==> config.mk <==
export PLATFORM = sky130hd
export DESIGN_NAME = exc_entry_seq
export DESIGN_NICKNAME = d
export VERILOG_FILES = /design/src/rtl/exc_entry_pkg.sv /design/src/rtl/exc_accept.sv /design/src/rtl/exc_target.sv /design/src/rtl/exc_save.sv /design/src/rtl/exc_entry_seq.sv
export SDC_FILE = /design/constraint.sdc
export NUM_CORES = 1
export LEC_CHECK = 0
export BUFFER_PORTS_ARGS = -buffer_cell sky130_fd_sc_hd__buf_2
export CORE_MARGIN = 5
export CORE_UTILIZATION = 50
export DETAILED_ROUTE_END_ITERATION = 7
export PLACE_DENSITY = 0.83
export SYNTH_ARGS = -nofsm -noshare
export SYNTH_HDL_FRONTEND = slang
export SYNTH_SLANG_ARGS = --single-unit
==> constraint.sdc <==
create_clock -name clk -period 6.3 [get_ports clk]
set_input_delay 0.63 -clock clk [delete_from_list [all_inputs] [get_ports clk]]
set_output_delay 0.63 -clock clk [all_outputs]
set_load 0.05 [all_outputs]
==> src/rtl/exc_entry_pkg.sv <==
// Package: SR field positions, event codes and event class type
// shared by the entry sequencer and its sub-blocks.
package exc_entry_pkg;
    localparam int CODE_W  = 12;
    localparam int SR_BL   = 28;
    localparam int SR_RB   = 29;
    localparam int SR_MD   = 30;
    localparam int SR_FD   = 15;
    localparam int SR_IM_L = 4;

    localparam logic [CODE_W-1:0] C_POWER  = 12'h000;
    localparam logic [CODE_W-1:0] C_MANRST = 12'h020;
    localparam logic [CODE_W-1:0] C_MULTI  = 12'h140;
    localparam logic [CODE_W-1:0] C_MISS_R = 12'h040;
    localparam logic [CODE_W-1:0] C_MISS_W = 12'h060;
    localparam logic [CODE_W-1:0] C_TRAP   = 12'h160;
    localparam logic [CODE_W-1:0] C_EXEMPT = 12'h1E0;

    typedef enum logic [1:0] {
        EV_NONE = 2'd0,
        EV_EXC  = 2'd1,
        EV_IRQ  = 2'd2
    } ev_cls_e;
endpackage

==> src/rtl/exc_accept.sv <==
// Decides which event class is taken this cycle and the effective
// exception code. Assumes irq_level/irq_req come from a controller
// that already picked its highest pending source.
module exc_accept
    import exc_entry_pkg::*;
#(
    parameter int LVL_W = 4
) (
    input  logic              exc_pend,
    input  logic [CODE_W-1:0] exc_code,
    input  logic              irq_req,
    input  logic [LVL_W-1:0]  irq_level,
    input  logic [LVL_W-1:0]  imask,
    input  logic              blocked,
    input  logic              wake,
    output ev_cls_e           cls,
    output logic [CODE_W-1:0] eff_code
);
    // Exceptions win; interrupts need priority above mask and no block.
    always_comb begin
        eff_code = exc_code;
        cls      = EV_NONE;
        if (exc_pend) begin
            cls = EV_EXC;
            if (blocked && exc_code != C_EXEMPT)
                eff_code = C_POWER;
        end else if (irq_req && (!blocked || wake) && irq_level > imask) begin
            cls = EV_IRQ;
        end
    end
endmodule

==> src/rtl/exc_target.sv <==
// Computes handler address and post-entry SR from event class and code.
// Assumes eff_code already carries the blocked-state promotion.
module exc_target
    import exc_entry_pkg::*;
#(
    parameter int          XLEN    = 32,
    parameter int          LVL_W   = 4,
    parameter logic [31:0] RST_VEC = 32'hA000_0000,
    parameter logic [31:0] OFS_GEN = 32'h100,
    parameter logic [31:0] OFS_TLB = 32'h400,
    parameter logic [31:0] OFS_IRQ = 32'h600
) (
    input  ev_cls_e           cls,
    input  logic [CODE_W-1:0] eff_code,
    input  logic [XLEN-1:0]   sr,
    input  logic [XLEN-1:0]   vbr,
    output logic [XLEN-1:0]   tgt_pc,
    output logic [XLEN-1:0]   tgt_sr
);
    localparam int IM_H = SR_IM_L + LVL_W - 1;

    // Selects vector and adjusts SR fields per event class.
    always_comb begin
        tgt_sr        = sr;
        tgt_sr[SR_BL] = 1'b1;
        tgt_sr[SR_RB] = 1'b1;
        tgt_sr[SR_MD] = 1'b1;
        tgt_pc        = vbr + XLEN'(OFS_GEN);
        if (cls == EV_IRQ) begin
            tgt_pc = vbr + XLEN'(OFS_IRQ);
        end else if (eff_code == C_POWER || eff_code == C_MANRST || eff_code == C_MULTI) begin
            tgt_sr[SR_FD]        = 1'b0;
            tgt_sr[IM_H:SR_IM_L] = '1;
            tgt_pc               = XLEN'(RST_VEC);
        end else if (eff_code == C_MISS_R || eff_code == C_MISS_W) begin
            tgt_pc = vbr + XLEN'(OFS_TLB);
        end
    end
endmodule

==> src/rtl/exc_save.sv <==
// Computes the saved PC: rewinds over a delay-slot branch and steps
// past a trap instruction. Assumes fixed-size instructions.
module exc_save
    import exc_entry_pkg::*;
#(
    parameter int XLEN       = 32,
    parameter int INSN_BYTES = 2
) (
    input  ev_cls_e           cls,
    input  logic [CODE_W-1:0] eff_code,
    input  logic              in_dslot,
    input  logic [XLEN-1:0]   pc,
    output logic [XLEN-1:0]   saved_pc
);
    localparam logic [XLEN-1:0] STEP = XLEN'(INSN_BYTES);

    // Applies rewind then trap advance.
    always_comb begin
        saved_pc = in_dslot ? pc - STEP : pc;
        if (cls == EV_EXC && eff_code == C_TRAP)
            saved_pc = saved_pc + STEP;
    end
endmodule

==> src/rtl/exc_entry_seq.sv <==
// Top: exception/interrupt entry sequencer. Registers the entry state
// update one clock after a request. Assumes the core applies new_pc and
// new_sr in the cycle taken_exc or taken_irq is high.
module exc_entry_seq
    import exc_entry_pkg::*;
#(
    parameter int XLEN       = 32,
    parameter int LVL_W      = 4,
    parameter int INSN_BYTES = 2
) (
    input  logic              clk,
    input  logic              rst_n,
    input  logic              exc_pend,
    input  logic [11:0]       exc_code,
    input  logic              irq_req,
    input  logic [11:0]       irq_vec,
    input  logic [LVL_W-1:0]  irq_level,
    input  logic              wake,
    input  logic              in_dslot,
    input  logic [XLEN-1:0]   sr,
    input  logic [XLEN-1:0]   pc,
    input  logic [XLEN-1:0]   r15,
    input  logic [XLEN-1:0]   vbr,
    output logic [XLEN-1:0]   new_pc,
    output logic [XLEN-1:0]   new_sr,
    output logic [XLEN-1:0]   ssr,
    output logic [XLEN-1:0]   spc,
    output logic [XLEN-1:0]   sgr,
    output logic [11:0]       expevt,
    output logic [11:0]       intevt,
    output logic              taken_exc,
    output logic              taken_irq,
    output logic              ds_clr,
    output logic              wake_clr
);
    localparam int IM_H = SR_IM_L + LVL_W - 1;

    ev_cls_e           cls;
    logic [CODE_W-1:0] eff_code;
    logic [XLEN-1:0]   tgt_pc, tgt_sr, saved_pc;
    logic              take;

    assign take = (cls != EV_NONE);

    exc_accept #(.LVL_W(LVL_W)) u_accept (
        .exc_pend (exc_pend),
        .exc_code (exc_code),
        .irq_req  (irq_req),
        .irq_level(irq_level),
        .imask    (sr[IM_H:SR_IM_L]),
        .blocked  (sr[SR_BL]),
        .wake     (wake),
        .cls      (cls),
        .eff_code (eff_code)
    );

    exc_target #(.XLEN(XLEN), .LVL_W(LVL_W)) u_target (
        .cls     (cls),
        .eff_code(eff_code),
        .sr      (sr),
        .vbr     (vbr),
        .tgt_pc  (tgt_pc),
        .tgt_sr  (tgt_sr)
    );

    exc_save #(.XLEN(XLEN), .INSN_BYTES(INSN_BYTES)) u_save (
        .cls     (cls),
        .eff_code(eff_code),
        .in_dslot(in_dslot),
        .pc      (pc),
        .saved_pc(saved_pc)
    );

    // Entry state registers: load on a taken event, otherwise hold.
    always_ff @(posedge clk) begin
        if (!rst_n) begin
            new_pc <= '0;
            new_sr <= '0;
            ssr    <= '0;
            spc    <= '0;
            sgr    <= '0;
            expevt <= '0;
            intevt <= '0;
        end else if (take) begin
            new_pc <= tgt_pc;
            new_sr <= tgt_sr;
            ssr    <= sr;
            spc    <= saved_pc;
            sgr    <= r15;
            if (cls == EV_EXC) expevt <= eff_code;
            else               intevt <= irq_vec;
        end
    end

    // Single-cycle strobes describing the accepted event.
    always_ff @(posedge clk) begin
        if (!rst_n) begin
            taken_exc <= 1'b0;
            taken_irq <= 1'b0;
            ds_clr    <= 1'b0;
            wake_clr  <= 1'b0;
        end else begin
            taken_exc <= (cls == EV_EXC);
            taken_irq <= (cls == EV_IRQ);
            ds_clr    <= take && in_dslot;
            wake_clr  <= take && sr[SR_BL];
        end
    end

    // Exception beats interrupt.
    p_exc_wins_r1: assert property (@(posedge clk) disable iff (!rst_n)
        exc_pend |=> taken_exc && !taken_irq);

    // Blocked-state promotion reaches EXPEVT.
    p_block_promote_r2: assert property (@(posedge clk) disable iff (!rst_n)
        exc_pend && sr[SR_BL] && exc_code != C_EXEMPT |=> expevt == C_POWER);

    // Blocked and not waking: no interrupt entry.
    p_block_irq_r3: assert property (@(posedge clk) disable iff (!rst_n)
        sr[SR_BL] && !wake && !exc_pend |=> !taken_irq);

    // Level at or below mask: nothing moves.
    p_mask_hold_r4: assert property (@(posedge clk) disable iff (!rst_n)
        !exc_pend && irq_level <= sr[IM_H:SR_IM_L] |=> $stable(new_pc) && $stable(spc) && !taken_irq);

    // Shadow copies and raised SR bits.
    p_save_r5: assert property (@(posedge clk) disable iff (!rst_n)
        take |=> ssr == $past(sr) && sgr == $past(r15) && new_sr[SR_MD] && new_sr[SR_RB] && new_sr[SR_BL]);

    // Strobes never overlap.
    p_strobe_r11: assert property (@(posedge clk) disable iff (!rst_n)
        $onehot0({taken_exc, taken_irq}));
endmodule

# Word-level counts from Yosys, hierarchy flattened
# Index checks and enable logic that the tools add are counted.
[op_classes]
eq_ne = 8
reduce_logical = 15
mux = 13
magnitude_cmp = 1
n_addsub = 5
bitwise = 1
[op_table]
columns = ["cell", "count"]
rows = [
  ["32-bit two-way mux", 5],
  ["32-bit by 11-bit adder with 32-bit output, second input constant", 2],
  ["32-bit by 2-bit adder with 32-bit output, second input constant", 1],
  ["32-bit by 9-bit adder with 32-bit output, second input constant", 1],
  ["32-bit by 2-bit subtractor with 32-bit output, second input constant", 1],
  ["12-bit by 7-bit equality test with 1-bit output, second input constant", 2],
  ["12-bit by 9-bit equality test with 1-bit output, second input constant", 2],
  ["12-bit two-way mux", 2],
  ["12-bit by 6-bit equality test with 1-bit output, second input constant", 1],
  ["12-bit logical NOT", 1],
  ["12-bit by 9-bit != test with 1-bit output, second input constant", 1],
  ["4-bit two-way mux", 2],
  ["1-bit logical AND", 6],
  ["4-bit > comparator", 1],
  ["1-bit logical OR", 4],
  ["2-bit two-way mux", 2],
  ["2-bit AND reduction", 2],
  ["2-bit by 1-bit equality test with 1-bit output, second input constant", 1],
  ["2-bit equality test, second input constant", 1],
  ["1-bit two-way mux", 2],
  ["2-bit nonzero test", 1],
  ["1-bit logical NOT", 1],
  ["1-bit inverter", 1],
]
[totals]
output_inout_bits = 188
reg_bits = 188
in_bits = 162

# Logic depth before layout (Yosys ltp)
[logic_depth]
depth_word = 9
depth_mapped = 12
ltp_nobuf = 10

# Modules after synthesis
# Synthesis repeated with hierarchy kept, for this count alone.
[hier_totals]
hier_cells = 1326
area_unflattened_um2 = 11025.6
[by_module_without_submodules]
columns = ["module", "seq_area_each_um2", "instances", "cells_per_inst", "area_per_inst_um2"]
rows = [
  ["exc_entry_seq", 3763.6, 1, 832, 7578.5],
  ["exc_save", 0.0, 1, 254, 1860.5],
  ["exc_target", 0.0, 1, 207, 1343.8],
  ["exc_accept", 0.0, 1, 33, 242.7],
]

# Least setup slack after synthesis
# No wires, ideal clock.
[synth_path]
path_kind = "input to register"
start = "input port pc[1]"
end = "register spc[31]"
setup_time_ps = 87
arrival_ps = 3380
stages = 11
required_time_ps = 6213
setup_slack_ps = 2833
cell_sequence = "buf_2 -> inv_1 -> ha_1 -> and4bb_2 -> nand4_1 -> or4_4 -> a2111oi_4 -> o21ai_2 -> or4b_4 -> o31a_1 -> o31ai_1"
[synth_via]
elab_chain_len = 4
[synth_lines]
columns = ["item", "line", "source"]
rows = [
  ["from (decl)", "exc_entry_seq.sv:21", "input logic [XLEN-1:0] pc,"],
  ["32-bit by 2-bit subtractor with 32-bit output", "exc_save.sv:19", "saved_pc = in_dslot ? pc - STEP : pc;"],
  ["32-bit two-way mux *", "exc_save.sv:19", ""],
  ["32-bit by 2-bit adder with 32-bit output", "exc_save.sv:21", "saved_pc = saved_pc + STEP;"],
  ["32-bit two-way mux *", "exc_save.sv:20", "if (cls == EV_EXC && eff_code == C_TRAP)"],
  ["to (signal assigned)", "exc_entry_seq.sv:88", "spc <= saved_pc;"],
  ["to (decl)", "exc_entry_seq.sv:27", "output logic [XLEN-1:0] spc,"],
]
# Mark *: on every way between the ends. The rest lies on a longest branch, timed or not.
# A chain may end at the register's enable or synchronous reset.

# Final worst setup path
[layout_path]
start = "input port exc_pend"
end = "register spc[19]"
[layout_via]
elab_chain_len = 4
[layout_lines]
columns = ["item", "line", "source"]
rows = [
  ["from (decl)", "exc_entry_seq.sv:13", "input logic exc_pend,"],
  ["12-bit two-way mux / 2-bit two-way mux (equally long branches)", "exc_accept.sv:23", "if (exc_pend) begin"],
  ["12-bit by 9-bit equality test with 1-bit output / 2-bit by 1-bit equality test with 1-bit output (equally long branches)", "exc_save.sv:20", ""],
  ["1-bit logical AND", "exc_save.sv:20", ""],
  ["32-bit two-way mux", "exc_save.sv:20", ""],
]
# Several ways; a longest one is shown, not always the timed one.

==> results.md <==
- First-pass GRT wire length: 45500 um
- Async SR Flop Fraction: 0
- Root buffer cell: clkbuf_16
- Cells after Synth: around 1000
- Synth area leaders: dfxtp_1 38%, a22o_1 8.2%, xnor2_1 4.9%, nand2_1 4.5%, a21oi_1 3.5%
- Tot GR Track Use: 0.288
- Vias per inst: roughly 5.9
- Unrepaired setup endpoints after global routing: false
- Share of cells above drive strength 1: 0.338
- Residual DRC count: 0
- Area of the multi-input gates: around 0.0046 mm2
- CP startpoint kind: input pin
- Tmin final: 3830 ps
- Inst Count DP: 1456
- PwrDens: 272 mW/mm2
- Post-CTS Setup Repair Bufs: 0
- CP arrival: 4160 ps
- FF+latch area: 0.00324 mm2
- Setup Viol. Count Final: 0
- 1st-pass router iterations: 6
- Post-synth top area cell: dfxtp_1
- Die height: 140 um
- Fmax: roughly 0.26 GHz
- Required time worst endpoint: around 6600 ps
- Netlist cell types: 84
- Hpwl dp: 22100 um
- CTS tree: yes
- Nets: 1428
- Placer Congestion: 0.953
- Final Max Slew Viols: 0
- VDD IR max: slightly above 200 uV
- Ys flop type: dfxtp_1
- Vias in the first global route: 8272
- Post-Syn Area: approximately 0.0084 mm2
- Clock Skew: 0 ps
- Max incr delay on CP: 760 ps
- Dpl cell area: around 0.01 mm2
- CTS Buf Count: 17
- Hold Slack: 398 ps
- Pin count of the biggest net entering global routing: 93
- Worst-path clk slew: 80 ps
- Mean area per synthesized cell: 8.65 um2
- Critical path buffers and inverters: 2
- Design area: 0.0106 mm2
- GRT Residual Overflow: 0
- Mapped Nets: 1147
- Max Cap Viol: 0
- Final hold viol count: 0
- Most common cell type on the critical path: nand4_1
- YS warnings: 0
- Outcome: completed
- Rows: 47
- Fillers: 1445
- Yosys reg bits: 162
- Setup_tns: 0 ps
- Core ar.: roughly 0.017 mm2
- Post-Layout Cell Count: 1489
- Worst-skew pair later-pin latency: about 430 ps
- Critical path fanouts, max: 30
- Via count: 8802
- Hold Path Class: in2reg
- I/O Buffers: roughly 350
- Total Wirelength: 29400 um
- Post-synth EDFFs: 0
- H-Tree Depth: 4
- Top delay family on crit path: simple AND/OR/NAND/NOR gates
- Worst Setup End Kind: flip-flop
- CTS sink count: 162
- DR iter-0 viols: 678
- Crit Path Class: in2reg
- PnR worst setup slack: roughly 2500 ps
- Drt wl/cell: 19.7 um
- Antenna violation net count after detailed routing: 0
- Leakage Power: 4.74 nW
- Chip width: 140 um
- Antenna violations before repair: 3
- Top Ports: 350
- Critical-path top delay cell: a2111oi_2
- Fin util: 0.640
- Worst-path cell chain: buf_2 -> inv_1 -> nor4_1 -> nand4_1 -> a2111oi_2 -> nand4_1 -> or3_1 -> a32o_1
- Pwr Total: 2.89 mW
- Post-CTS Hold Buffers: 0
- Initial core utilization: 0.508
- Final period utilization: 0.607
- CTS resizes: 0
- Headroom to the max-slew limit: 0.190
- Top cell type's share of synthesized area: 0.385
- Part of the Yosys area used for sequential elements: 0.385
- Layout area overhead: 25.9%
- Pre-CTS WS: 2180 ps
- Buffer depth of the longest clock path: 2
- DIE AREA: 0.0195 mm2
- Worst Tran Pin Value: about 1200 ps
## final timing paths
check	from	end	slack, ps	depth (start not counted)
max	exc_pend	spc[19]$_SDFFE_PN0N_	2470	8
min	vbr[7]	new_pc[7]$_SDFFE_PN0N_	400	2
max reg2reg	new_pc[24]$_SDFFE_PN0N_	new_pc[24]$_SDFFE_PN0N_	5400	3
min reg2reg	ssr[28]$_SDFFE_PN0N_	ssr[28]$_SDFFE_PN0N_	450	1
## cell usage in the layout (no fill, tap or decap), types with 6 or more instances in the layout
| master | count |
|---|---|
| or3_1 | 10 |
| o31ai_1 | 12 |
| ha_1 | 11 |
| o21a_1 | 6 |
| nor3_1 | 22 |
| o21ai_0 | 36 |
| dfxtp_1 | 162 |
| nand2_1 | 101 |
| xnor2_1 | 47 |
| a21oi_1 | 59 |
| buf_2 | 349 |
| nand3_1 | 28 |
| mux2i_1 | 10 |
| a22o_1 | 79 |
| o221a_2 | 8 |
| xor2_1 | 22 |
| nand4_1 | 15 |
| a211oi_1 | 10 |
| inv_1 | 20 |
| clkbuf_16 | 17 |
| nor2_1 | 74 |
| nor4_1 | 17 |
| and3_1 | 12 |
## routing by layer
metal,GRT usage,routed length [um],up-vias
met3,0.0792,2740,84
met4,0.133,1200,4
met5,0,27,-
met2,0.460,13500,499
li1,-,-,4100
met1,0.363,11900,4115
## flip-flops by register name, summed over array words and instances (netlist names)
name       flops
ds_clr         1
expevt        12
intevt        12
new_pc        32
new_sr        30
sgr           32
spc           32
ssr            8
taken_exc      1
taken_irq      1
wake_clr       1
## cells in the mapped netlist, types with 4 or more instances
cell and number:
or2_2 4, o31ai_1 12, a22oi_1 4, buf_2 5, dfxtp_1 162, o21ai_0 36, nand4_1 15, nor4_1 17
buf_4 30, o2111ai_1 4, a22o_1 79, and2_1 5, o221a_2 8, or3_1 10, o21a_1 6, a31oi_1 5
inv_1 20, buf_1 4, nand2_1 101, o211ai_1 5, a41oi_1 5, a21oi_1 59, clkbuf_1 49, or4_1 4
nand2b_1 5, o21ai_1 4, a211oi_1 10, nand3_1 28, xnor2_1 47, nor2_1 76, mux2i_1 10, o311ai_0 4
nor3_1 23, xor2_1 22, ha_1 11, and3_1 12
## kinds of logic (layout without fill, tap and decap cells)
logic type / Yosys count / after routing / synth area share
muxes: 12 / 12 / 0.0146
xor gates and xnor gates: 69 / 69 / 0.0717
adders and majority gates: 11 / 11 / 0.0163
other: 0 / 1 / 0
buffers and inverters: 113 / 407 / 0.0676
and+or+nand+nor: 330 / 330 / 0.202
AOI/OAI and AO/OA: 277 / 277 / 0.243
DFF: 162 / 162 / 0.385
## power by group
part           switching, mW  internal (mW)
Sequential            0.0429           1.10
Clock                  0.496          0.533
Combinational          0.528          0.190
Total                   1.07           1.82
## layout make-up
class,count,area share
Multi-Input combinational cell,699,0.437
Sequential cell,162,0.306
Timing Repair Buffer,354,0.168
Clock buffer,17,0.0401
Tap cell,220,0.0260
Clock inverter,15,0.0156
Inverter,21,0.00743
Antenna cell,1,0.000236
Note: power is estimated with default switching activity, not from simulation.
